--- src/rtl/edh_promo_pkg.sv ---
package edh_promo_pkg;

  // Identifier word of the error-detection packet
  localparam logic [9:0] EDH_DID = 10'h1F4;

  // Strobes from the control to the datapath, one word at a time
  typedef struct packed {
    logic accLoad;   // identifier word: start checksum
    logic accAdd;    // header or user word: add emitted word
    logic flagEdit;  // rewrite this word as a flag word
    logic csumSwap;  // replace this word by the rebuilt checksum
  } promoCtl_t;

endpackage

--- src/rtl/edh_promo_ctrl.sv ---
module edh_promo_ctrl
  import edh_promo_pkg::*;
#(
  parameter int WORD_W     = 10,
  parameter int UDW_COUNT  = 16,
  parameter int FLAG_FIRST = 6,
  parameter int FLAG_WORDS = 3
) (
  input  logic              clk,
  input  logic              rst,
  input  logic              rxMode,
  input  logic [WORD_W-1:0] inWord,
  input  logic              inValid,
  output promoCtl_t         ctl
);

  localparam int IDX_W = $clog2(UDW_COUNT);
  localparam logic [IDX_W:0] FLAG_LO = (IDX_W+1)'(FLAG_FIRST);
  localparam logic [IDX_W:0] FLAG_HI = (IDX_W+1)'(FLAG_FIRST + FLAG_WORDS);
  localparam logic [IDX_W-1:0] UDW_LAST = IDX_W'(UDW_COUNT - 1);

  typedef enum logic [2:0] {ST_SEEK, ST_DBN, ST_DCNT, ST_UDW, ST_CSUM} pktState_t;

  pktState_t        state;
  logic [1:0]       adfCnt;
  logic             editOn;
  logic [IDX_W-1:0] udwIdx;

  logic isZero, isOnes, isDid, dcGood, inFlagRange;

  assign isZero      = (inWord == '0);
  assign isOnes      = (&inWord);
  assign isDid       = (inWord == EDH_DID);
  assign dcGood      = (inWord[7:0] == 8'(UDW_COUNT));
  assign inFlagRange = ({1'b0, udwIdx} >= FLAG_LO) && ({1'b0, udwIdx} < FLAG_HI);

  always_comb begin
    ctl = '0;
    if (inValid) begin
      case (state)
        ST_SEEK: ctl.accLoad  = (adfCnt == 2'd3) && isDid;
        ST_DBN,
        ST_DCNT: ctl.accAdd   = 1'b1;
        ST_UDW: begin
          ctl.accAdd   = 1'b1;
          ctl.flagEdit = editOn && inFlagRange;
        end
        ST_CSUM: ctl.csumSwap = editOn;
        default: ;
      endcase
    end
  end

  always_ff @(posedge clk) begin
    if (rst) begin
      state  <= ST_SEEK;
      adfCnt <= '0;
      editOn <= 1'b0;
      udwIdx <= '0;
    end else if (inValid) begin
      case (state)
        ST_SEEK: begin
          if (adfCnt == 2'd3 && isDid) begin
            state  <= ST_DBN;
            editOn <= rxMode;
            adfCnt <= '0;
          end else if (isZero) begin
            adfCnt <= 2'd1;
          end else if (isOnes && (adfCnt == 2'd1 || adfCnt == 2'd2)) begin
            adfCnt <= adfCnt + 2'd1;
          end else begin
            adfCnt <= '0;
          end
        end
        ST_DBN: state <= ST_DCNT;
        ST_DCNT: begin
          udwIdx <= '0;
          state  <= dcGood ? ST_UDW : ST_SEEK;
        end
        ST_UDW: begin
          udwIdx <= udwIdx + 1'b1;
          if (udwIdx == UDW_LAST) state <= ST_CSUM;
        end
        ST_CSUM: state <= ST_SEEK;
        default: state <= ST_SEEK;
      endcase
    end
  end

endmodule

--- src/rtl/edh_promo_dp.sv ---
module edh_promo_dp
  import edh_promo_pkg::*;
#(
  parameter int WORD_W   = 10,
  parameter int FLAG_LSB = 2
) (
  input  logic              clk,
  input  logic              rst,
  input  promoCtl_t         ctl,
  input  logic [WORD_W-1:0] inWord,
  input  logic              inValid,
  output logic [WORD_W-1:0] outWord,
  output logic              outValid
);

  localparam int PAR_BIT = WORD_W - 2;   // parity bit position
  localparam int FLAG_N  = 5;
  localparam int PAIRS   = 2;            // (here, upstream) pairs

  logic [FLAG_N-1:0]  inFlags, newFlags;
  logic [PAR_BIT-1:0] body;
  logic               par;
  logic [WORD_W-1:0]  editWord, csumWord, nextWord;
  logic [PAR_BIT:0]   acc;

  assign inFlags = inWord[FLAG_LSB +: FLAG_N];

  // Each pair folds its "here" flag into its "upstream" flag
  for (genvar k = 0; k < PAIRS; k++) begin : g_pair
    assign newFlags[2*k]   = 1'b0;
    assign newFlags[2*k+1] = inFlags[2*k] | inFlags[2*k+1];
  end
  assign newFlags[FLAG_N-1] = inFlags[FLAG_N-1];

  always_comb begin
    body = inWord[PAR_BIT-1:0];
    body[FLAG_LSB +: FLAG_N] = newFlags;
  end

  assign par      = ^body;
  assign editWord = {~par, par, body};
  assign csumWord = {~acc[PAR_BIT], acc};

  always_comb begin
    if (ctl.flagEdit)      nextWord = editWord;
    else if (ctl.csumSwap) nextWord = csumWord;
    else                   nextWord = inWord;
  end

  always_ff @(posedge clk) begin
    if (rst) begin
      acc      <= '0;
      outWord  <= '0;
      outValid <= 1'b0;
    end else begin
      outValid <= inValid;
      if (inValid) outWord <= nextWord;
      if (ctl.accLoad)     acc <= inWord[PAR_BIT:0];
      else if (ctl.accAdd) acc <= acc + nextWord[PAR_BIT:0];
    end
  end

endmodule

--- src/rtl/edh_flag_promoter.sv ---
module edh_flag_promoter
  import edh_promo_pkg::*;
#(
  parameter int WORD_W     = 10,
  parameter int UDW_COUNT  = 16,
  parameter int FLAG_FIRST = 6,
  parameter int FLAG_WORDS = 3,
  parameter int FLAG_LSB   = 2
) (
  input  logic              clk,
  input  logic              rst,
  input  logic              rxMode,
  input  logic [WORD_W-1:0] inWord,
  input  logic              inValid,
  output logic [WORD_W-1:0] outWord,
  output logic              outValid
);

  promoCtl_t ctl;

  edh_promo_ctrl #(
    .WORD_W(WORD_W), .UDW_COUNT(UDW_COUNT),
    .FLAG_FIRST(FLAG_FIRST), .FLAG_WORDS(FLAG_WORDS)
  ) i_ctrl (
    .clk(clk), .rst(rst), .rxMode(rxMode),
    .inWord(inWord), .inValid(inValid), .ctl(ctl)
  );

  edh_promo_dp #(.WORD_W(WORD_W), .FLAG_LSB(FLAG_LSB)) i_dp (
    .clk(clk), .rst(rst), .ctl(ctl),
    .inWord(inWord), .inValid(inValid),
    .outWord(outWord), .outValid(outValid)
  );

endmodule

--- config.mk ---
export PLATFORM = sky130hd
export DESIGN_NAME = edh_flag_promoter
export DESIGN_NICKNAME = d
export VERILOG_FILES = /design/src/rtl/edh_promo_pkg.sv /design/src/rtl/edh_promo_ctrl.sv /design/src/rtl/edh_promo_dp.sv /design/src/rtl/edh_flag_promoter.sv
export SDC_FILE = /design/constraint.sdc
export NUM_CORES = 1
export LEC_CHECK = 0
export CAP_MARGIN = 0
export CORE_AREA = 3 3 82 69
export DETAILED_ROUTE_END_ITERATION = 8
export DIE_AREA = 0 0 85 72
export GPL_ROUTABILITY_DRIVEN = 0
export PLACE_DENSITY_LB_ADDON = 0.2
export SLEW_MARGIN = 20
export SYNTH_ARGS = -nofsm -noshare
export SYNTH_HDL_FRONTEND = slang
export SYNTH_HIERARCHICAL = 1
export SYNTH_SLANG_ARGS = --single-unit
--- constraint.sdc ---
create_clock -name clk -period 6.05 [get_ports clk]
set_input_delay 1.815 -clock clk [delete_from_list [all_inputs] [get_ports clk]]
set_output_delay 1.815 -clock clk [all_outputs]
set_load 0.05 [all_outputs]
Yosys cells after proc, flatten, opt, wreduce, memory -nomap -nowiden
Cells that the tools add are included.
{"block": "totals", "memories": 0, "input_bits": 14, "ramBits": 0, "rom_bits": 0, "ff_bits": 30, "latch_bits": 0, "output_inout_bits": 11, "elab_cells": 61}
{"block": "classes", "reduce_logical": 16, "addsub": 3, "mux": 17, "n_div": 0, "bitwise_logic": 4, "order_cmp": 2, "n_mul": 0, "shift": 0, "eq_ne": 12}
{"operator": "10-bit 2-to-1 mux", "count": 2}
{"operator": "9-bit 2-to-1 mux", "count": 2}
{"operator": "3-bit one-hot mux with 4 select lines", "count": 1}
{"operator": "10-bit by 9-bit equality test with 1-bit output, second input constant", "count": 1}
{"operator": "10-bit zero test", "count": 1}
{"operator": "10-bit AND reduction", "count": 1}
{"operator": "9-bit adder", "count": 1}
{"operator": "8-bit by 5-bit equality test with 1-bit output, second input constant", "count": 1}
{"operator": "2-bit 2-to-1 mux", "count": 4}
{"operator": "4-bit one-hot mux with 2 select lines", "count": 1}
{"operator": "8-bit XOR reduction", "count": 1}
{"operator": "3-bit by 2-bit equality test with 1-bit output, second input constant", "count": 2}
{"operator": "3-bit 2-to-1 mux", "count": 2}
{"operator": "3-bit AND reduction", "count": 2}
{"operator": "4-bit by 1-bit adder with 4-bit output, second input constant", "count": 1}
{"operator": "2-bit equality test, second input constant", "count": 2}
{"operator": "4-bit equality test, second input constant", "count": 1}
{"operator": "4-bit by 3-bit greater-or-equal comparator with 1-bit output, second input constant", "count": 1}
{"operator": "1-bit logical AND", "count": 4}
{"operator": "4-bit less-than comparator, second input constant", "count": 1}
{"operator": "1-bit 2-to-1 mux", "count": 4}
{"operator": "4-bit 2-to-1 mux", "count": 1}
{"operator": "2-bit by 1-bit inequality test with 1-bit output, second input constant", "count": 2}
{"operator": "2-bit AND reduction", "count": 2}
{"operator": "other kinds (10)", "count": 13}

Logic depth before layout (Yosys ltp)
{"block": "logic_depth", "word_depth": 10, "ltp_mapped": 19, "depth_no_buf": 18}

By module
The synthesis kept the hierarchy.
{"mod": "edh_promo_dp", "n_inst": 1, "area_per_inst_um2": 1363.8, "cells_per_inst": 160, "seq_area_each_um2": 400.4}
{"mod": "edh_promo_ctrl", "n_inst": 1, "area_per_inst_um2": 659.4, "cells_per_inst": 90, "seq_area_each_um2": 200.2}

Worst setup path after synthesis
No wires, ideal clock.
{"block": "synth_path", "kind": "in2reg", "startpoint": "input inValid", "endpoint": "register i_dp.acc[8]", "t_required_ns": 5.967, "slack_ns": 1.201, "path_buffers": 2, "setup_time_ns": 0.083, "path_stages": 16, "arrival_ns": 4.767, "cell_sequence": "clkbuf_1 -> nand3_1 -> nor2_1 -> clkbuf_1 -> inv_1 -> nand2_1 -> mux2_2 -> ha_1 -> inv_1 -> fa_1 -> nor2b_1 -> o21a_1 -> o21a_1 -> o41a_1 -> a2111o_1 -> o221ai_1"}
{"element": "from (decl)", "line_no": "edh_flag_promoter.sv:14", "text": "input logic inValid,"}
{"element": "to (signal assigned)", "line_no": "edh_promo_dp.sv:58", "text": "if (ctl.accLoad) acc <= inWord[PAR_BIT:0];"}
{"element": "to (signal assigned)", "line_no": "edh_promo_dp.sv:59", "text": "else if (ctl.accAdd) acc <= acc + nextWord[PAR_BIT:0];"}
{"element": "to (decl)", "line_no": "edh_promo_dp.sv:24", "text": "logic [PAR_BIT:0] acc;"}

==> flow_summary.yaml <==
floorplanning:
  dieArea_um2: 6120
  core_area_um2: 4920
  die_w_um: 85
  rows: 23
  ioPinCount: 25
  die-height_um: 72
  start_util: 0.411
placement:
  portBuffers: 24
  placed_cell_area_um2: 2340
  placed_cells: 330
  hpwl_um: 3730
critical_path:
  cp_max_fo: 8
  crit_arrival_ps: 5200
  crit_path_end_kind: "flip-flop"
  worstSetupPathType: "in -> reg"
  start_kind: "input pin"
  required_ps: 6250
timing:
  finalHoldViolCount: 0
  slew_headroom: 0.653
  hold_slack_ps: 459
  worst_pin_slew_ps: 516
  final.min_clock_period_ps: 5010
  fin_setup_tns_ps: 0
  skew_ps: 8.11
  fin_crit_sh: 0.827
  finalSetupViolCount: 0
  fmax_mhz: 200
  maxSlewViolCount: 0
  grt_setup_unrepaired: "no"
final_layout:
  syn_to_final_growth_pct: 20.9
  final_net_count: 302
  fin_cells: 338
  stdcell_area_um2: 2450
  layout_commonest_cell: "nor2_1"
  drive_gt1_frac: 0.0797
  layout_common_cells: "32 x nor2_1, 30 x dfxtp_1, 24 x clkdlybuf4s50_1"
  antenna_cells: 0
cts:
  cts_hold_buf: 0
  root_buffer: "clkbuf_8"
  cts_resized: 0
  cts_max_path_buffers: 2
  cts-htree-levels: 2
  clock-sinks: 30
  cts_tree: "built"
  clock_latency_ps: 280
  post_cts_buffers: 0
  cts_buffers: 5
  path_clk_slew_ps: 70
global_route:
  grt_pass1_wl_um: 8570
  track_usage: 0.173
  grt_pass1_vias: 1755
  antenna_found_initial: 0
  grt-ovfl-total: 0
  grt_max_degree: 33
logic_synthesis:
  yosys_warnings: 6
  syn_area_per_cell_um2: 8.09
  syn_nets: 277
  synth_flop_cell: "dfxtp_1"
  postSynthCellCount: 250
  synth.distinct_cells: 47
  ys_ff_latch: 30
  yosysSeqAreaShare: 0.297
  syn_area_um2: 2020
  synth_edf_count: 0
  async_reset_ff_frac: 0
worst_hold_path:
  hold_path_class: "reg -> reg"
routing:
  drt_iter0_drc: 95
  route.detailed.drc: 0
  drt_wl_total_um: 4990
  via_count: 1856
  wl_per_cell_um: 14.7
  dr.pass1.iters: 4
  vias_per_cell: 5.49
  detail-route-antenna-nets: 0
power:
  p_leak_uw: 0.000946
  power.internal_uw: 354
  ir_worst_vdd_mv: 0.152
  combPwrFrac: 0.160
  power_density_nw_per_um2: 198
  seqPwrFrac: 0.422
  p_switching_uw: 129
  p_clk_frac: 0.418
  swShare: 0.268
job:
  max_cap_violations: 0
status:
  status: "completed"
-- sequential cells by signal (all words and copies together) (netlist names) --
register,count
i_ctrl/adfCnt,2
i_dp/outWord,10
i_dp/outValid,1
i_ctrl/udwIdx,4
i_dp/acc,9
i_ctrl/state,3
i_ctrl/editOn,1
-- final timing paths --
check	startpoint	end	slack, ps	cells after the start
max reg2reg	i_ctrl/udwIdx[0]	i_dp/acc[8]	2290	19
min reg2reg	i_ctrl/adfCnt[1]	i_ctrl/adfCnt[1]	460	2
max	inValid	i_dp/acc[8]	1040	16
min	i_ctrl/adfCnt[1]	i_ctrl/adfCnt[1]	460	2
-- power groups by stage --
stage	clock network, µW	registers (µW)	logic, µW
floorplan	0	223	32.1
global placement	0	208	77.5
detailed placement	0	208	77.1
CTS	210	204	77.4
global route	214	204	83.6
finish	202	204	77.4
-- through the flow --
stage	total power (µW)	worst slack, ps	utilization
after CTS	491	1090	0.497
after detailed placement	285	830	0.475
final	483	1040	0.497
after global routing	502	873	0.497
after floorplan	255	1200	-
after global placement	286	932	0.475
-- cells in the mapped netlist, types with 3 or more instances --
cell / n / area share
nor4_1: 3 / 0.0093
xor2_1: 3 / 0.013
nor3b_1: 4 / 0.015
o21a_1: 4 / 0.015
a21o_1: 4 / 0.015
nand2_1: 20 / 0.037
o21ai_0: 6 / 0.015
a21oi_1: 21 / 0.052
nand4_1: 4 / 0.012
xnor2_1: 6 / 0.026
inv_1: 13 / 0.024
nor2b_1: 7 / 0.022
mux2i_1: 15 / 0.074
nor2_1: 32 / 0.059
mux2_2: 4 / 0.022
clkbuf_1: 9 / 0.017
dfxtp_1: 30 / 0.30
o211ai_1: 3 / 0.011
nor3_1: 6 / 0.015
a211oi_1: 5 / 0.019
nand3_1: 6 / 0.015
ha_1: 12 / 0.074
-- area by class of cell --
type | instances | area, µm²
clock buffer | 5 | 68.8
timing repair buffer | 29 | 278
sequential | 30 | 601
fill | 480 | 2470
multi-input combinational | 196 | 1330
tap | 62 | 77.6
inverter | 13 | 48.8
clock inverter | 3 | 40.0
-- routing by layer --
| layer | vias to the layer above | global-route usage | wire, µm |
|---|---|---|---|
| li1 | 948 | - | - |
| met1 | 858 | 0.263 | 2720 |
| met2 | 46 | 0.245 | 2010 |
| met3 | 4 | 0.0386 | 213 |
| met4 | 0 | 0.0457 | 36 |
| met5 | - | 0 | 0 |
-- worst max-delay path, stage by stage --
cell and delay (ps):
clkdlybuf4s50_1 530, nand3_1 90, nor2_1 90, buf_4 160, inv_1 100, nand2_1 250, mux2_2 390, ha_1 230
inv_1 80, fa_1 200, nor2b_1 60, o21a_1 170, o21a_1 210, o41a_1 390, a2111o_1 340, o221ai_1 70
-- kinds of logic (layout without fill, tap and decap cells) --
| kind of cell | after synthesis | after routing | share of synthesized area |
|---|---|---|---|
| muxes | 19 | 19 | 0.0965 |
| xor gates and xnor gates | 9 | 9 | 0.0390 |
| AOI/OAI and AO/OA | 58 | 58 | 0.195 |
| and+or+nand+nor | 97 | 97 | 0.244 |
| buffers and inverters | 24 | 50 | 0.0445 |
| DFF | 30 | 30 | 0.297 |
| adders and majority gates | 13 | 13 | 0.0841 |
(Power assumes the default switching activity.)
